<file path="src/rtl/tbcs_pkg.sv">
// Shared types for the code block segmenter.
// Assumes nothing beyond IEEE 1800-2017 packages.
package tbcs_pkg;

    // Planner sequence: idle, count blocks, size blocks, stream out.
    typedef enum logic [1:0] {
        PL_IDLE  = 2'd0,
        PL_COUNT = 2'd1,
        PL_SIZE  = 2'd2,
        PL_SEND  = 2'd3
    } plan_state_e;

endpackage

</file>
<file path="src/rtl/tbcs_ceil_div.sv">
// Rounded-up integer divider, restoring shift-and-subtract.
// Computes ceil(num / den) over W+1 cycles after a go pulse.
// Assumes den != 0 and that num + den - 1 fits in W+1 bits.
module tbcs_ceil_div #(
    parameter int W = 16
) (
    input  logic         clk,
    input  logic         rst_n,
    input  logic         go,
    input  logic [W-1:0] num,
    input  logic [W-1:0] den,
    output logic         busy,
    output logic         done,
    output logic [W-1:0] quo
);
    localparam int NW = W + 1;
    localparam int CW = $clog2(NW + 1);
    localparam int PW = 2 * W + 2;

    logic [NW-1:0] rem, acc, rem_sh, rem_nx, acc_nx;
    logic [W-1:0]  num_q, den_q;
    logic [CW-1:0] cnt;
    logic          run, done_q, ge;

    // One restoring step: shift in the next dividend bit and try to subtract.
    always_comb begin
        rem_sh = {rem[NW-2:0], acc[NW-1]};
        ge     = rem_sh >= NW'(den_q);
        rem_nx = ge ? rem_sh - NW'(den_q) : rem_sh;
        acc_nx = {acc[NW-2:0], ge};
    end

    // Iteration control: load on go, step W+1 times, then pulse done.
    always_ff @(posedge clk) begin
        if (!rst_n) begin
            rem    <= '0;
            acc    <= '0;
            num_q  <= '0;
            den_q  <= '0;
            cnt    <= '0;
            run    <= 1'b0;
            done_q <= 1'b0;
        end else begin
            done_q <= 1'b0;
            if (go) begin
                num_q <= num;
                den_q <= den;
                rem   <= '0;
                acc   <= NW'(num) + NW'(den) - NW'(1);
                cnt   <= CW'(NW);
                run   <= 1'b1;
            end else if (run) begin
                rem <= rem_nx;
                acc <= acc_nx;
                cnt <= cnt - CW'(1);
                if (cnt == CW'(1)) begin
                    run    <= 1'b0;
                    done_q <= 1'b1;
                end
            end
        end
    end

    assign busy = run;
    assign done = done_q;
    assign quo  = acc[W-1:0];

    // the result is the smallest quotient that covers the dividend.
    a_r3_ceil_exact: assert property (@(posedge clk) disable iff (!rst_n)
        (done && num_q != '0) |->
            (PW'(quo) * PW'(den_q) >= PW'(num_q)) &&
            ((PW'(quo) - PW'(1)) * PW'(den_q) < PW'(num_q)));

endmodule

</file>
<file path="src/rtl/tbcs_plan.sv">
// Segmentation planner: latches the job, derives block count, block size
// and filler count with one shared divider, then hands off to the emitter.
// Assumes the limits fit in LEN_W bits and that start is a single-cycle pulse.
module tbcs_plan
    import tbcs_pkg::*;
#(
    parameter int LEN_W     = 16,
    parameter int CONV_MAX  = 504,
    parameter int TURBO_MAX = 5114
) (
    input  logic             clk,
    input  logic             rst_n,
    input  logic             start,
    input  logic [LEN_W-1:0] cfg_len,
    input  logic             cfg_turbo,
    input  logic             send_fin,
    output logic             busy,
    output logic             send_go,
    output logic             zero_done,
    output logic [LEN_W-1:0] c_out,
    output logic [LEN_W-1:0] k_out,
    output logic [LEN_W-1:0] fill_out
);
    localparam int PW = 2 * LEN_W;

    plan_state_e      st;
    logic [LEN_W-1:0] len_q, zmax_q, c_q, k_q, fill_q;
    logic [LEN_W-1:0] div_num, div_den, div_quo;
    logic             div_go, div_busy, div_done;

    // Divisor choice: the coding limit first, then the block count.
    always_comb begin
        div_num = len_q;
        div_den = (st == PL_SIZE) ? c_q : zmax_q;
    end

    tbcs_ceil_div #(.W(LEN_W)) i_div (
        .clk  (clk),
        .rst_n(rst_n),
        .go   (div_go),
        .num  (div_num),
        .den  (div_den),
        .busy (div_busy),
        .done (div_done),
        .quo  (div_quo)
    );

    // Job sequencing through the four planner states.
    always_ff @(posedge clk) begin
        if (!rst_n) begin
            st        <= PL_IDLE;
            len_q     <= '0;
            zmax_q    <= '0;
            c_q       <= '0;
            k_q       <= '0;
            fill_q    <= '0;
            div_go    <= 1'b0;
            send_go   <= 1'b0;
            zero_done <= 1'b0;
        end else begin
            div_go    <= 1'b0;
            send_go   <= 1'b0;
            zero_done <= 1'b0;
            unique case (st)
                PL_IDLE: if (start) begin
                    len_q  <= cfg_len;
                    zmax_q <= cfg_turbo ? LEN_W'(TURBO_MAX) : LEN_W'(CONV_MAX);
                    c_q    <= '0;
                    k_q    <= '0;
                    fill_q <= '0;
                    if (cfg_len == '0) begin
                        zero_done <= 1'b1;
                    end else begin
                        st     <= PL_COUNT;
                        div_go <= 1'b1;
                    end
                end
                PL_COUNT: if (div_done) begin
                    c_q    <= div_quo;
                    st     <= PL_SIZE;
                    div_go <= 1'b1;
                end
                PL_SIZE: if (div_done) begin
                    k_q     <= div_quo;
                    fill_q  <= LEN_W'(PW'(c_q) * PW'(div_quo) - PW'(len_q));
                    st      <= PL_SEND;
                    send_go <= 1'b1;
                end
                PL_SEND: if (send_fin) begin
                    st <= PL_IDLE;
                end
                default: st <= PL_IDLE;
            endcase
        end
    end

    assign busy     = (st == PL_COUNT) || (st == PL_SIZE);
    assign c_out    = c_q;
    assign k_out    = k_q;
    assign fill_out = fill_q;

    // a streamed job never uses blocks above the limit or too few bits.
    a_r3_size_in_limit: assert property (@(posedge clk) disable iff (!rst_n)
        (st == PL_SEND) |->
            (k_q <= zmax_q) && (PW'(k_q) * PW'(c_q) >= PW'(len_q)));

    // the divider only runs while the planner reports busy.
    a_r7_div_inside_busy: assert property (@(posedge clk) disable iff (!rst_n)
        div_busy |-> busy);

endmodule

</file>
<file path="src/rtl/tbcs_emit.sv">
// Code block emitter: prepends filler zeros to the first block, forwards the
// concatenated input bits, and marks the first and last bit of each block.
// Assumes k >= 1, c >= 1, fill < k, and upstream holds in_bit until accepted.
module tbcs_emit #(
    parameter int LEN_W = 16
) (
    input  logic             clk,
    input  logic             rst_n,
    input  logic             load,
    input  logic [LEN_W-1:0] c_in,
    input  logic [LEN_W-1:0] k_in,
    input  logic [LEN_W-1:0] fill_in,
    input  logic             in_valid,
    input  logic             in_bit,
    output logic             in_ready,
    output logic             out_valid,
    input  logic             out_ready,
    output logic             out_bit,
    output logic             out_first,
    output logic             out_last,
    output logic             fin
);
    logic [LEN_W-1:0] c_q, k_q, pos, blk, fill_left;
    logic             act, filling, fire, at_end;

    // Beat-level combinational view of the current position.
    always_comb begin
        filling   = act && (fill_left != '0);
        out_valid = act && (filling || in_valid);
        out_bit   = filling ? 1'b0 : in_bit;
        in_ready  = act && !filling && out_ready;
        out_first = act && (pos == '0);
        at_end    = pos == (k_q - LEN_W'(1));
        out_last  = act && at_end;
        fire      = out_valid && out_ready;
    end

    // Position, block and filler counters advanced on each accepted beat.
    always_ff @(posedge clk) begin
        if (!rst_n) begin
            act       <= 1'b0;
            c_q       <= '0;
            k_q       <= '0;
            pos       <= '0;
            blk       <= '0;
            fill_left <= '0;
            fin       <= 1'b0;
        end else begin
            fin <= 1'b0;
            if (load) begin
                act       <= 1'b1;
                c_q       <= c_in;
                k_q       <= k_in;
                pos       <= '0;
                blk       <= '0;
                fill_left <= fill_in;
            end else if (fire) begin
                if (filling) begin
                    fill_left <= fill_left - LEN_W'(1);
                end
                if (at_end) begin
                    pos <= '0;
                    blk <= blk + LEN_W'(1);
                    if (blk == c_q - LEN_W'(1)) begin
                        act <= 1'b0;
                        fin <= 1'b1;
                    end
                end else begin
                    pos <= pos + LEN_W'(1);
                end
            end
        end
    end

    // filler bits only ever appear inside the first block.
    a_r5_fill_in_first: assert property (@(posedge clk) disable iff (!rst_n)
        filling |-> (blk == '0));

    // a block whose first beat is also its last must be one bit long.
    a_r6_single_bit_block: assert property (@(posedge clk) disable iff (!rst_n)
        (out_valid && out_first && out_last) |-> (k_q == LEN_W'(1)));

    // a stalled beat keeps its value and markers.
    a_r8_hold_on_stall: assert property (@(posedge clk) disable iff (!rst_n)
        (out_valid && !out_ready) |=>
            (out_valid && $stable(out_bit) && $stable(out_first) && $stable(out_last)));

    // the end pulse lasts a single cycle.
    a_r9_fin_pulse: assert property (@(posedge clk) disable iff (!rst_n)
        fin |=> !fin);

endmodule

</file>
<file path="src/rtl/tbcs_seg.sv">
// Code block segmenter top: connects the planner and the emitter.
// Assumes one job at a time; start is honoured only while idle.
module tbcs_seg #(
    parameter int LEN_W     = 16,
    parameter int CONV_MAX  = 504,
    parameter int TURBO_MAX = 5114
) (
    input  logic             clk,
    input  logic             rst_n,
    input  logic             start,
    input  logic [LEN_W-1:0] cfg_len,
    input  logic             cfg_turbo,
    input  logic             in_valid,
    input  logic             in_bit,
    output logic             in_ready,
    output logic             out_valid,
    input  logic             out_ready,
    output logic             out_bit,
    output logic             out_first,
    output logic             out_last,
    output logic [LEN_W-1:0] blk_count,
    output logic [LEN_W-1:0] blk_size,
    output logic             busy,
    output logic             done
);
    logic             send_go, send_fin, zero_done;
    logic [LEN_W-1:0] fill_cnt;

    tbcs_plan #(
        .LEN_W    (LEN_W),
        .CONV_MAX (CONV_MAX),
        .TURBO_MAX(TURBO_MAX)
    ) i_plan (
        .clk      (clk),
        .rst_n    (rst_n),
        .start    (start),
        .cfg_len  (cfg_len),
        .cfg_turbo(cfg_turbo),
        .send_fin (send_fin),
        .busy     (busy),
        .send_go  (send_go),
        .zero_done(zero_done),
        .c_out    (blk_count),
        .k_out    (blk_size),
        .fill_out (fill_cnt)
    );

    tbcs_emit #(.LEN_W(LEN_W)) i_emit (
        .clk      (clk),
        .rst_n    (rst_n),
        .load     (send_go),
        .c_in     (blk_count),
        .k_in     (blk_size),
        .fill_in  (fill_cnt),
        .in_valid (in_valid),
        .in_bit   (in_bit),
        .in_ready (in_ready),
        .out_valid(out_valid),
        .out_ready(out_ready),
        .out_bit  (out_bit),
        .out_first(out_first),
        .out_last (out_last),
        .fin      (send_fin)
    );

    // End-of-job pulse from either the empty path or the last beat.
    assign done = zero_done | send_fin;

    // while sizes are computed, nothing moves on either side.
    a_r7_busy_stalls: assert property (@(posedge clk) disable iff (!rst_n)
        busy |-> (!in_ready && !out_valid));

    // back-pressure never lets an input bit slip through.
    a_r8_no_take_on_stall: assert property (@(posedge clk) disable iff (!rst_n)
        !out_ready |-> !in_ready);

endmodule

</file>
<file path="config.mk">
export PLATFORM = sky130hd
export DESIGN_NAME = tbcs_seg
export DESIGN_NICKNAME = d
export VERILOG_FILES = /design/src/rtl/tbcs_pkg.sv /design/src/rtl/tbcs_ceil_div.sv /design/src/rtl/tbcs_plan.sv /design/src/rtl/tbcs_emit.sv /design/src/rtl/tbcs_seg.sv
export SDC_FILE = /design/constraint.sdc
export NUM_CORES = 1
export LEC_CHECK = 0
export ABC_CLOCK_PERIOD_IN_PS = 7100
export BUFFER_PORTS_ARGS = -buffer_cell sky130_fd_sc_hd__buf_4
export CAP_MARGIN = 20
export CELL_PAD_IN_SITES_DETAIL_PLACEMENT = 1
export CELL_PAD_IN_SITES_GLOBAL_PLACEMENT = 2
export CORE_MARGIN = 8
export CORE_UTILIZATION = 39
export CTS_CLUSTER_DIAMETER = 100
export DETAILED_ROUTE_END_ITERATION = 8
export PLACE_DENSITY = 0.84
export SLEW_MARGIN = 5
export SYNTH_ARGS = -nofsm -noshare
export SYNTH_HDL_FRONTEND = slang
export SYNTH_HIERARCHICAL = 1
export SYNTH_SLANG_ARGS = --single-unit
</file>
<file path="constraint.sdc">
create_clock -name clk -period 7.1 [get_ports clk]
set_input_delay 0.355 -clock clk [delete_from_list [all_inputs] [get_ports clk]]
set_output_delay 0.355 -clock clk [all_outputs]
set_load 0.03 [all_outputs]
</file>
==> run summary, run 1 <==
Outcome = finished, final reports clean
Setup violators final = 0
Total die area = 49630 µm²
NetSw = 0.001791 W
Final Routed Wirelength = 48300 µm
Post-DR vias/cell = 5.336
DR iter-0 viols = 612
Net Sw Frac = 38.30%
Clk pwr share = 30.7%
Remaining global-route overflow = 0
CP max-delay cell = dfxtp_1
RePlAce Congestion = 0.8249
Die W = 222.8 µm
NumNets Final = 2216
Core area = 42040 µm²
Largest net degree at the start of global routing = 59
Number of global-route vias before repair = 14660
Register area share after synthesis = 25.09%
Tightest Pin Transition = 0.8990 ns
Global-route wire length before repair = 78730 µm
Warnings, synthesis = 6
Leak = 7.704 nW
CP top delay family = adder cells
Cell chain of the critical path = nand2_1 -> fa_1 -> fa_1 -> inv_1 -> ha_1 -> inv_1 -> fa_1 -> inv_1 -> fa_1 -> inv_1 -> fa_1 -> inv_1 -> ha_1 -> a21o_1 -> a21oi_1 -> o31ai_2 -> a211oi_2 -> o21ai_1 -> xnor2_1 -> o21ai_1
Worst EP arrival = 5.92 ns
Max frequency = 182.3 MHz
Syn Inst Count = 1983
Most common cell after layout, fill and taps aside = inv_1
Highest net fanout along the worst path = 17
Initial antenna violation count = 1
Clock sink count = 209
Clk buf depth = 3
CTS Hold Bufs = 0
Minimum clock period = 5.485 ns
Area grow syn2layout = 10.15%
Sequential power share = 30.2%
Setup Skew = 0.01196 ns
Synth Flop Type = dfxtp_1
Max-slew violations = 0
FFs w/ async S/R, synth = 0%
Via count = 13550
Port Buffers = 61
Layout cells sized above 1 = 8.404%
Critical path type = reg -> reg
Post-DR wirelength/cell = 19.02 µm
CP Buf/Inv Count = 5
# DRC = 0
FP Rows = 75
Internal Power = 0.002885 W
Critical Path RT = 7.53 ns
DR pass1 iterations = 5
Initial Utilization = 39.66%
Slew HR = 39.98%
DP Area = 17440 µm²
Die Ht = 222.8 µm
Tot GR Track Use = 19.40%
Post-synth EDFFs = 0
Worst VDD drop = 237.1 µV
RSZ-0062 raised after global routing = false
Post-CTS setup buffers = 0
Fraction of the cycle the final worst path needs = 77.26%
Dpl hpwl = 36700 µm
Commonest cells after routing, fill and taps aside = 254 x inv_1, 206 x dfxtp_1, 198 x nand2_1
Combinational Power Share = 39.1%
Pwr dens = 254.6 nW/µm²
CTS clk-pin slew, worst paths = 0.06 ns
TNS Setup = 0 ns
Max-cap viol count = 0
Worst hold path class = in -> reg
TritonCTS Buffers = 27
CTS tree = built
Mapped Area = 16670 µm²
CTS root buf = clkbuf_16
Worst Setup Start Kind = flop
Syn avg cell area = 8.409 µm²
Max incr delay on CP = 0.74 ns
Routed Antenna Nets = 0
Fin. Hold Viols = 0
Htree depth = 1
IO Count = 62
Crit. End Element = flop
Syn nets = 2218
Post-synthesis sequential element count = 209
Post-CTS sizing = 0
Skew-Pair Late Insertion Delay = 0.55 ns
Final instance area = 18370 µm²
Distinct cell type count after synthesis = 87
==> Yosys cell counts (all sizes together) (5+ instances only) <==
master | count | area (µm²)
a21oi | 73 | 369.1
o21bai | 6 | 45.04
nor4b | 5 | 43.79
nor3b | 7 | 52.55
a21o | 21 | 158.9
o211a | 5 | 50.05
a21boi | 21 | 157.6
a22oi | 40 | 314.0
o21a | 13 | 97.59
nor4 | 21 | 146.4
a31o | 6 | 52.55
clkbuf | 74 | 277.8
or4 | 8 | 63.81
nand2b | 19 | 118.9
o21ai | 74 | 370.4
a211o | 7 | 61.31
xnor2 | 68 | 595.6
nand3b | 5 | 37.54
dfxtp | 209 | 4184
buf | 36 | 232.7
o311ai | 5 | 43.79
o31ai | 5 | 42.54
nand3 | 38 | 190.2
a31oi | 15 | 93.84
nand2 | 198 | 743.2
nor2 | 96 | 360.4
and2 | 72 | 450.4
inv | 254 | 953.4
mux2 | 12 | 135.1
o41ai | 5 | 43.79
and4 | 7 | 62.56
mux2i | 69 | 690.7
nor3 | 23 | 115.1
or3 | 8 | 52.55
a211oi | 11 | 97.60
xor2 | 52 | 455.4
nand4 | 15 | 108.9
fa | 96 | 1922
and3 | 17 | 111.4
ha | 116 | 1451
nor2b | 107 | 669.4
==> per-layer routing <==
metal | GRT usage [%] | wire length (µm) | vias up
li1 | - | - | 6571
met2 | 34.64 | 23680 | 183
met1 | 24.30 | 21850 | 6724
met5 | 0 | 29 | -
met3 | 2.358 | 1453 | 68
met4 | 5.395 | 1285 | 2
==> worst paths after layout <==
check / end / startpoint / slack, ns / depth (start not counted)
max: i_plan/fill_out[15] / i_plan/i_div/acc[3] / 1.61 / 20
min reg2reg: i_plan/zmax_q[9] / i_plan/zmax_q[9] / 0.47 / 2
max reg2reg: i_plan/fill_out[15] / i_plan/i_div/acc[3] / 1.61 / 20
min: i_plan/zmax_q[9] / cfg_turbo / 0.07 / 3
==> sequential cells by signal (all words and copies together), names as in the netlist, 2 cells and up <==
name and cells:
i_plan/i_div/acc 17, i_emit/blk 16, i_emit/c_q 16, i_emit/fill_left 16, i_emit/k_q 16, i_emit/pos 16, i_plan/c_out 16, i_plan/div_num 16
i_plan/fill_out 16, i_plan/i_div/den_q 16, i_plan/i_div/rem 16, i_plan/k_out 16, i_plan/i_div/cnt 5, i_plan/st 2, i_plan/zmax_q 2
==> worst min-delay path: stages <==
cell and delay [ns]:
buf_4 0.11, nand2_1 0.05, a21boi_0 0.06
==> final cells by class <==
cell class	instances	area, µm²
multi-input combinational	1409	11020
inverter	255	957.2
antenna	1	2.502
timing repair buffer	79	593.1
fill	4993	23670
sequential	209	4188
clock buffer	36	769.5
tap	539	674.4
clock inverter	11	158.9
==> kinds of logic (layout without fill, tap and decap cells) <==
family / after synthesis / count (layout) / synth area share [%]
simple gates: 661 / 661 / 20.77
flops: 209 / 209 / 25.09
other cells: 0 / 1 / 0
fa+ha+maj: 212 / 212 / 20.23
buf+inv: 365 / 381 / 8.802
xor+xnor: 122 / 122 / 6.573
mux: 81 / 81 / 4.952
compound gates: 333 / 333 / 13.58
==> power by group through the flow <==
stage	sequential (W)	clock, W	combinational (W)
5_1_grt	0.00143	0.00152	0.00204
4_1_cts	0.00141	0.00148	0.00184
6_report	0.00141	0.00144	0.00183
3_5_place_dp	0.00144	0	0.00183
2_1_floorplan	0.00133	0	0.00149
3_3_place_gp	0.00143	0	0.00180
==> metrics by stage <==
stage / setup slack [ns] / total power [W] / util [%] / instances / hold WS [ns]
global placement: 1.682 / 0.003236 / 41.47 / 2491 / 0.4495
floorplan: 1.852 / 0.002813 / - / 1983 / 0.4318
global route: 1.305 / 0.004996 / 43.68 / 2538 / 0.07159
CTS: 1.634 / 0.004733 / 43.68 / 2538 / 0.05219
detailed placement: 1.636 / 0.003266 / 41.47 / 2491 / 0.4598
finish: 1.615 / 0.004676 / 43.69 / 2539 / 0.07049
Power figures use the tool's default switching activity.
==> run 2: changes to the inputs <==
ABC_CLOCK_PERIOD_IN_PS = 4400   (was 7100)
CORE_UTILIZATION = 36   (was 39)
PLACE_DENSITY = 0.81   (was 0.84)
clock period = 4.4 ns   (was 7.1 ns; I/O delays follow)
==> run summary, run 2 (synthesis gave the netlist of run 1 again) <==
CP Buf/Inv Count = 5 (unchanged)
Tightest Pin Transition = 1.026 ns (+0.1275 ns)
Fin. Hold Viols = 0 (unchanged)
Final worst slack = -0.6180 ns (-2.233 ns)
Port Buffers = 61 (unchanged)
Post-DR wirelength/cell = 19.76 µm (+3.9%)
Max-slew violations = 0 (unchanged)
Outcome = complete, but fails checks
Slew HR = 30.94% (-9.0 points)
Final instance area = 19940 µm² (+8.5%)
Worst VDD drop = 295.7 µV (+25%)
Dpl hpwl = 42520 µm (+16%)
Max incr delay on CP = 0.55 ns (-0.19 ns)
Inst Count DP = 2659 (+6.7%)
Via count = 14250 (+5.2%)
Highest net fanout along the worst path = 5 (-12)
Max layer used = met4
Met2 WL = 26620 µm (+12%)
Critical path type = reg -> reg
FP Rows = 79 (+5.3%)
Clock sink count = 209 (unchanged)
Final Routed Wirelength = 54310 µm (+12%)
Finished Layout Cells = 2748 (+8.2%)
DP Area = 18390 µm² (+5.5%)
Minimum clock period = 5.018 ns (-0.4673 ns)
Largest net degree at the start of global routing = 87 (+47%)
IO Count = 62 (unchanged)
Cell chain of the critical path = buf_4 -> and2_4 -> fa_1 -> inv_1 -> fa_1 -> inv_1 -> ha_1 -> fa_1 -> fa_1 -> inv_1 -> fa_1 -> inv_2 -> ha_4 -> a21o_1 -> a21oi_4 -> o31ai_4 -> a211oi_2 -> nor2_1 -> xnor2_1 -> o21ai_1
Initial Utilization = 36.12% (-3.5 points)
Htree depth = 1 (unchanged)
# DRC = 0 (unchanged)
RePlAce Congestion = 0.8683 (+5.3%)
Worst Setup Start Kind = flop
Skew-Pair Late Insertion Delay = 0.56 ns (about the same)
Max frequency = 199.3 MHz (+9.3%)
Failing checks = negative setup slack
Setup violators final = 8 (+8)
Fraction of the cycle the final worst path needs = 114.0% (+37 points)
Ant. Diodes = 0 (-1)
NumNets Final = 2358 (+6.4%)
Pwr dens = 399.9 nW/µm² (+57%)
Worst hold path class = in -> reg
Critical Path RT = 4.85 ns (-2.68 ns)
CTS clk-pin slew, worst paths = 0.06 ns (about the same)
Number of global-route vias before repair = 15160 (+3.4%)
CTS root buf = clkbuf_16
DR iter-0 viols = 729 (+19%)
Post-DR vias/cell = 5.184 (-2.8%)
Pwr Total = 0.007972 W (+70%)
Met1 Wirelength = 24000 µm (+9.9%)
Layout cells sized above 1 = 17.00% (+8.6 points)
Global-route wire length before repair = 86170 µm (+9.4%)
Remaining global-route overflow = 0 (unchanged)
Max FFs per register = 17 (unchanged)
Worst EP arrival = 5.46 ns (-0.46 ns)
Routed Antenna Nets = 0 (unchanged)
CP most frequent cell = fa_1
Max-cap viol count = 0 (unchanged)
Tot GR Track Use = 20.14% (+0.74 points)
Leak = 8.450 nW (+9.7%)
CP top delay family = adder cells
CTS tree = built
Area grow syn2layout = 19.55%
Total die area = 53460 µm² (+7.7%)
Met3 WL = 2060 µm (+42%)
Initial antenna violation count = 1 (unchanged)
Final Util = 43.19% (-0.50 points)
RSZ-0062 raised after global routing = true
Commonest cells after routing, fill and taps aside = 243 x inv_1, 194 x buf_4, 190 x nand2_1
DR pass1 iterations = 5 (unchanged)
Crit. End Element = flop
Largest Register = i_plan/i_div/acc
Most common cell after layout, fill and taps aside = inv_1
Setup Skew = 0.01461 ns (+0.002647 ns)
CP max-delay cell = fa_1
Core area = 46160 µm² (+9.8%)
TritonCTS Buffers = 27 (unchanged)
Clk buf depth = 3 (unchanged)
Die W = 231.2 µm (+3.8%)
Die Ht = 231.2 µm (+3.8%)
==> run 2: changes by cell type in the layout (fill, tap and decap cells not counted), moves of 8 or more <==
cell / before / now
buf_4: 79 / 194
dlygate4sd3_1: 0 / 18
dfxtp_1: 206 / 186
ha_4: 0 / 13
nand2_1: 198 / 190
ha_1: 116 / 99
inv_1: 254 / 243
dfxtp_4: 0 / 13
inv_2: 0 / 11
==> run 2: per-layer routing <==
metal  vias up  global-route usage (%)
li1       6862                       -
met1      7050                   25.71
met2       253                   35.31
met3        81                   2.519
met4         0                   5.702
met5         -                       0
==> run 2: repair_timing <==
action / 4_1_cts / 5_1_grt
endpoints found under the setup margin: 10 / 10
endpoints found under the hold margin: 18 / 0
setup buffers: 5 / 19
hold buffers: 18 / 0
resized for setup: 33 / 41
pin swaps: 5 / 26
==> run 2: layout make-up <==
class	instances	area, µm²
clock buffers	41	819.5
repair buffers	221	1755
inverters	255	957.2
fillers	5402	26230
multi-input cells	1409	11310
flip-flops and latches	209	4245
clock inverters	6	87.58
well taps	607	759.5
==> run 2: worst register-to-register path, delay by kind of cell (launching register included) <==
family / cells / cell delay, ns
compound gates: 5 / 0.85
flops: 1 / 0.37
simple gates: 2 / 0.24
buf+inv: 5 / 0.37
xor+xnor: 1 / 0.17
fa+ha+maj: 7 / 2.92
==> run 2: path summary, 6_finish.rpt <==
path	start	to	slack, ns	depth (start not counted)
setup / recovery	i_plan/c_out[3]	i_plan/fill_out[13]	-0.62	20
hold / removal	start	i_plan/st[0]	0.16	5
setup reg to reg	i_plan/c_out[3]	i_plan/fill_out[13]	-0.62	20
hold reg to reg	i_plan/fill_out[13]	i_plan/fill_out[13]	0.46	2
==> run 2: through the flow <==
stage	setup WS (ns)	hold slack, ns	TNS [ns]
after floorplan	-0.5140	0.3649	-2.033
after global placement	-0.5956	0.4541	-4.277
after detailed placement	-0.7319	0.4618	-5.294
after CTS	-0.5472	0.1424	-3.274
after global routing	-0.8092	0.1705	-5.188
final	-0.6180	0.1573	-3.655
==> run 2: where the power goes <==
| group | switching [W] | leakage [nW] | total, W | internal (W) |
|---|---|---|---|---|
| Combinational | 0.00202 | 6.30 | 0.00349 | 0.00146 |
| Clock | 0.000882 | 0.447 | 0.00227 | 0.00139 |
| Sequential | 0.000180 | 1.71 | 0.00221 | 0.00203 |
| Total | 0.00309 | 8.45 | 0.00797 | 0.00489 |
==> run 3: changes to the inputs <==
==> constraint.sdc (replaced) <==
create_clock -name clk -period 4.4 [get_ports clk]
set_input_delay 0.66 -clock clk [delete_from_list [all_inputs] [get_ports clk]]
set_output_delay 0.66 -clock clk [all_outputs]
set_load 0.03 [all_outputs]
==> run summary, run 3 (synthesis gave the netlist of run 1 again) <==
Outcome = complete, but fails checks
Failing checks = negative setup slack
Clock sink count = 209 (unchanged)
Max-cap viol count = 0 (unchanged)
Total die area = 53460 µm² (unchanged)
Number of global-route vias before repair = 15020 (-0.93%)
DR pass1 iterations = 5 (unchanged)
Fillers = 5400 (-0.037%)
CTS clk-pin slew, worst paths = 0.06 ns (about the same)
Net Sw Frac = 39.29% (+0.58 points)
Core area = 46160 µm² (unchanged)
Worst Setup Start Kind = flop
Max FFs per register = 17 (unchanged)
IO Count = 62 (unchanged)
Combinational Power Share = 44.1% (+0.3 points)
CP max-delay cell = fa_1
Post-DR wirelength/cell = 19.61 µm (-0.77%)
NumNets Final = 2325 (-1.4%)
Initial Utilization = 36.12% (unchanged)
RePlAce Congestion = 0.8750 (+0.77%)
Highest net fanout along the worst path = 8 (+3)
Largest net degree at the start of global routing = 60 (-31%)
Ant. Diodes = 0 (unchanged)
DP Area = 18380 µm² (about the same)
Finished Layout Cells = 2714 (-1.2%)
Sequential power share = 28.7% (+1.0 points)
Commonest cells after routing, fill and taps aside = 249 x inv_1, 195 x nand2_1, 187 x dfxtp_1
Critical Path RT = 4.83 ns (-0.02 ns)
RSZ-0062 raised after global routing = true
TritonCTS Buffers = 27 (unchanged)
Layout cells sized above 1 = 16.09% (-0.91 points)
Max frequency = 201.7 MHz (+1.2%)
Htree depth = 1 (unchanged)
Leak = 8.262 nW (-2.2%)
Largest Register = i_plan/i_div/acc
Worst hold path class = in -> reg
Die W = 231.2 µm (unchanged)
Final Routed Wirelength = 53230 µm (-2.0%)
FP Rows = 79 (unchanged)
Remaining global-route overflow = 0 (unchanged)
Worst VDD drop = 306.1 µV (+3.5%)
# DRC = 0 (unchanged)
Dpl hpwl = 42570 µm (+0.12%)
Initial antenna violation count = 1 (unchanged)
Setup Skew = 0.01368 ns (-0.0009311 ns)
Slew HR = 32.33% (+1.4 points)
Post-DR vias/cell = 5.158 (-0.51%)
Crit. End Element = flop
Critical path type = reg -> reg
Port Buffers = 61 (unchanged)
Max-slew violations = 0 (unchanged)
Via count = 14000 (-1.7%)
Internal Power = 0.004727 W (-3.2%)
Cell chain of the critical path = and2_4 -> fa_1 -> inv_2 -> fa_1 -> inv_1 -> ha_1 -> inv_2 -> fa_1 -> inv_1 -> fa_1 -> inv_1 -> fa_1 -> inv_2 -> ha_4 -> a21o_1 -> a21oi_2 -> o31ai_2 -> a211oi_2 -> o21ai_1 -> xnor2_1 -> o21ai_1
DR iter-0 viols = 540 (-26%)
CP most frequent cell = fa_1
Tightest Pin Transition = 1.006 ns (-0.02074 ns)
Die Ht = 231.2 µm (unchanged)
Most common cell after layout, fill and taps aside = inv_1
Fin. Hold Viols = 0 (unchanged)
Inst Count DP = 2656 (-0.11%)
CTS Hold Bufs = 0 (-18)
NetSw = 0.003060 W (-0.87%)
Clk pwr share = 27.2% (-1.3 points)
Global-route wire length before repair = 84350 µm (-2.1%)
Final instance area = 19520 µm² (-2.1%)
Clk buf depth = 3 (unchanged)
Max incr delay on CP = 0.56 ns (about the same)
Minimum clock period = 4.958 ns (-0.06002 ns)
Final worst slack = -0.5580 ns (+0.06002 ns)
Routed Antenna Nets = 0 (unchanged)
Setup violators final = 8 (unchanged)
Fraction of the cycle the final worst path needs = 112.7% (-1.4 points)
Skew-Pair Late Insertion Delay = 0.55 ns (about the same)
Area grow syn2layout = 17.04%
Worst Hold Margin = 0.3801 ns (+0.2228 ns)
CTS root buf = clkbuf_16
Pwr dens = 399.0 nW/µm² (-0.23%)
Worst EP arrival = 5.39 ns (-0.07 ns)
Tot GR Track Use = 19.74% (-0.40 points)
CTS tree = built
-- run 3: cell count changes in the layout (fill, tap and decap cells not counted), sizes merged --
cell / previous run / this run
clkinvlp: 0 / 1
clkinv: 4 / 7
bufinv: 2 / 1
inv: 255 / 254
clkbuf: 41 / 38
dlygate4sd3: 18 / 0
buf: 203 / 188
-- run 3: what timing repair did --
| item | in CTS | in global routing |
|---|---|---|
| resized for setup | 35 | 24 |
| pin swaps | 13 | 11 |
| hold endpoints to repair | 0 | 0 |
| setup endpoints to repair | 12 | 11 |
| buffers inserted | 7 | 5 |
-- run 3: final cells by class --
type	count	area, µm²	area share (%)
clock buffer	38	767.0	3.930
tap	607	759.5	3.892
clock inverter	8	67.56	0.3462
multi-input combinational	1409	11260	57.71
timing repair buffer	188	1459	7.475
inverter	255	957.2	4.904
sequential	209	4244	21.75
-- run 3: path summary, 6_finish.rpt --
check,start,to,slack [ns],cells after the start
setup / recovery,i_plan/c_out[4],i_plan/fill_out[15],-0.56,21
hold / removal,cfg_len[15],i_plan/div_num[15],0.38,3
hold reg to reg,i_plan/fill_out[14],i_plan/fill_out[14],0.45,2
setup reg to reg,i_plan/c_out[4],i_plan/fill_out[15],-0.56,21
-- run 3: per-stage QoR --
stage	setup slack [ns]	utilization (%)	power (W)	TNS (ns)
floorplan	-0.5140	-	0.004569	-2.033
global placement	-0.6566	39.83	0.005489	-4.270
detailed placement	-0.7850	39.83	0.005573	-5.693
CTS	-0.5916	41.97	0.007791	-3.198
global route	-0.7490	42.28	0.008301	-4.500
finish	-0.5580	42.28	0.007787	-3.086
-- run 3: power by group through the flow --
| stage | registers [W] | logic [W] | clock network, W |
|---|---|---|---|
| after floorplan | 0.00214 | 0.00243 | 0 |
| after global placement | 0.00227 | 0.00322 | 0 |
| after detailed placement | 0.00228 | 0.00329 | 0 |
| after CTS | 0.00224 | 0.00337 | 0.00218 |
| after global routing | 0.00226 | 0.00379 | 0.00226 |
| final | 0.00224 | 0.00343 | 0.00212 |
-- run 3: layer usage --
metal  global-route usage, %  share of wire, %  vias up
met2                   34.46                49      177
met4                   5.484               2.8        0
met1                   25.23                46     6967
met5                       0                 0        -
met3                   2.702               3.1       68
li1                        -                 -     6786
-- run 3: worst max-delay path: cells and delay by family, from the launching register on --
kind            cells  cell delay, ns
compound gates      6            0.88
simple gates        1            0.15
xor+xnor            1            0.15
buf+inv             6            0.28
fa+ha+maj           7            3.01
flops               1            0.37
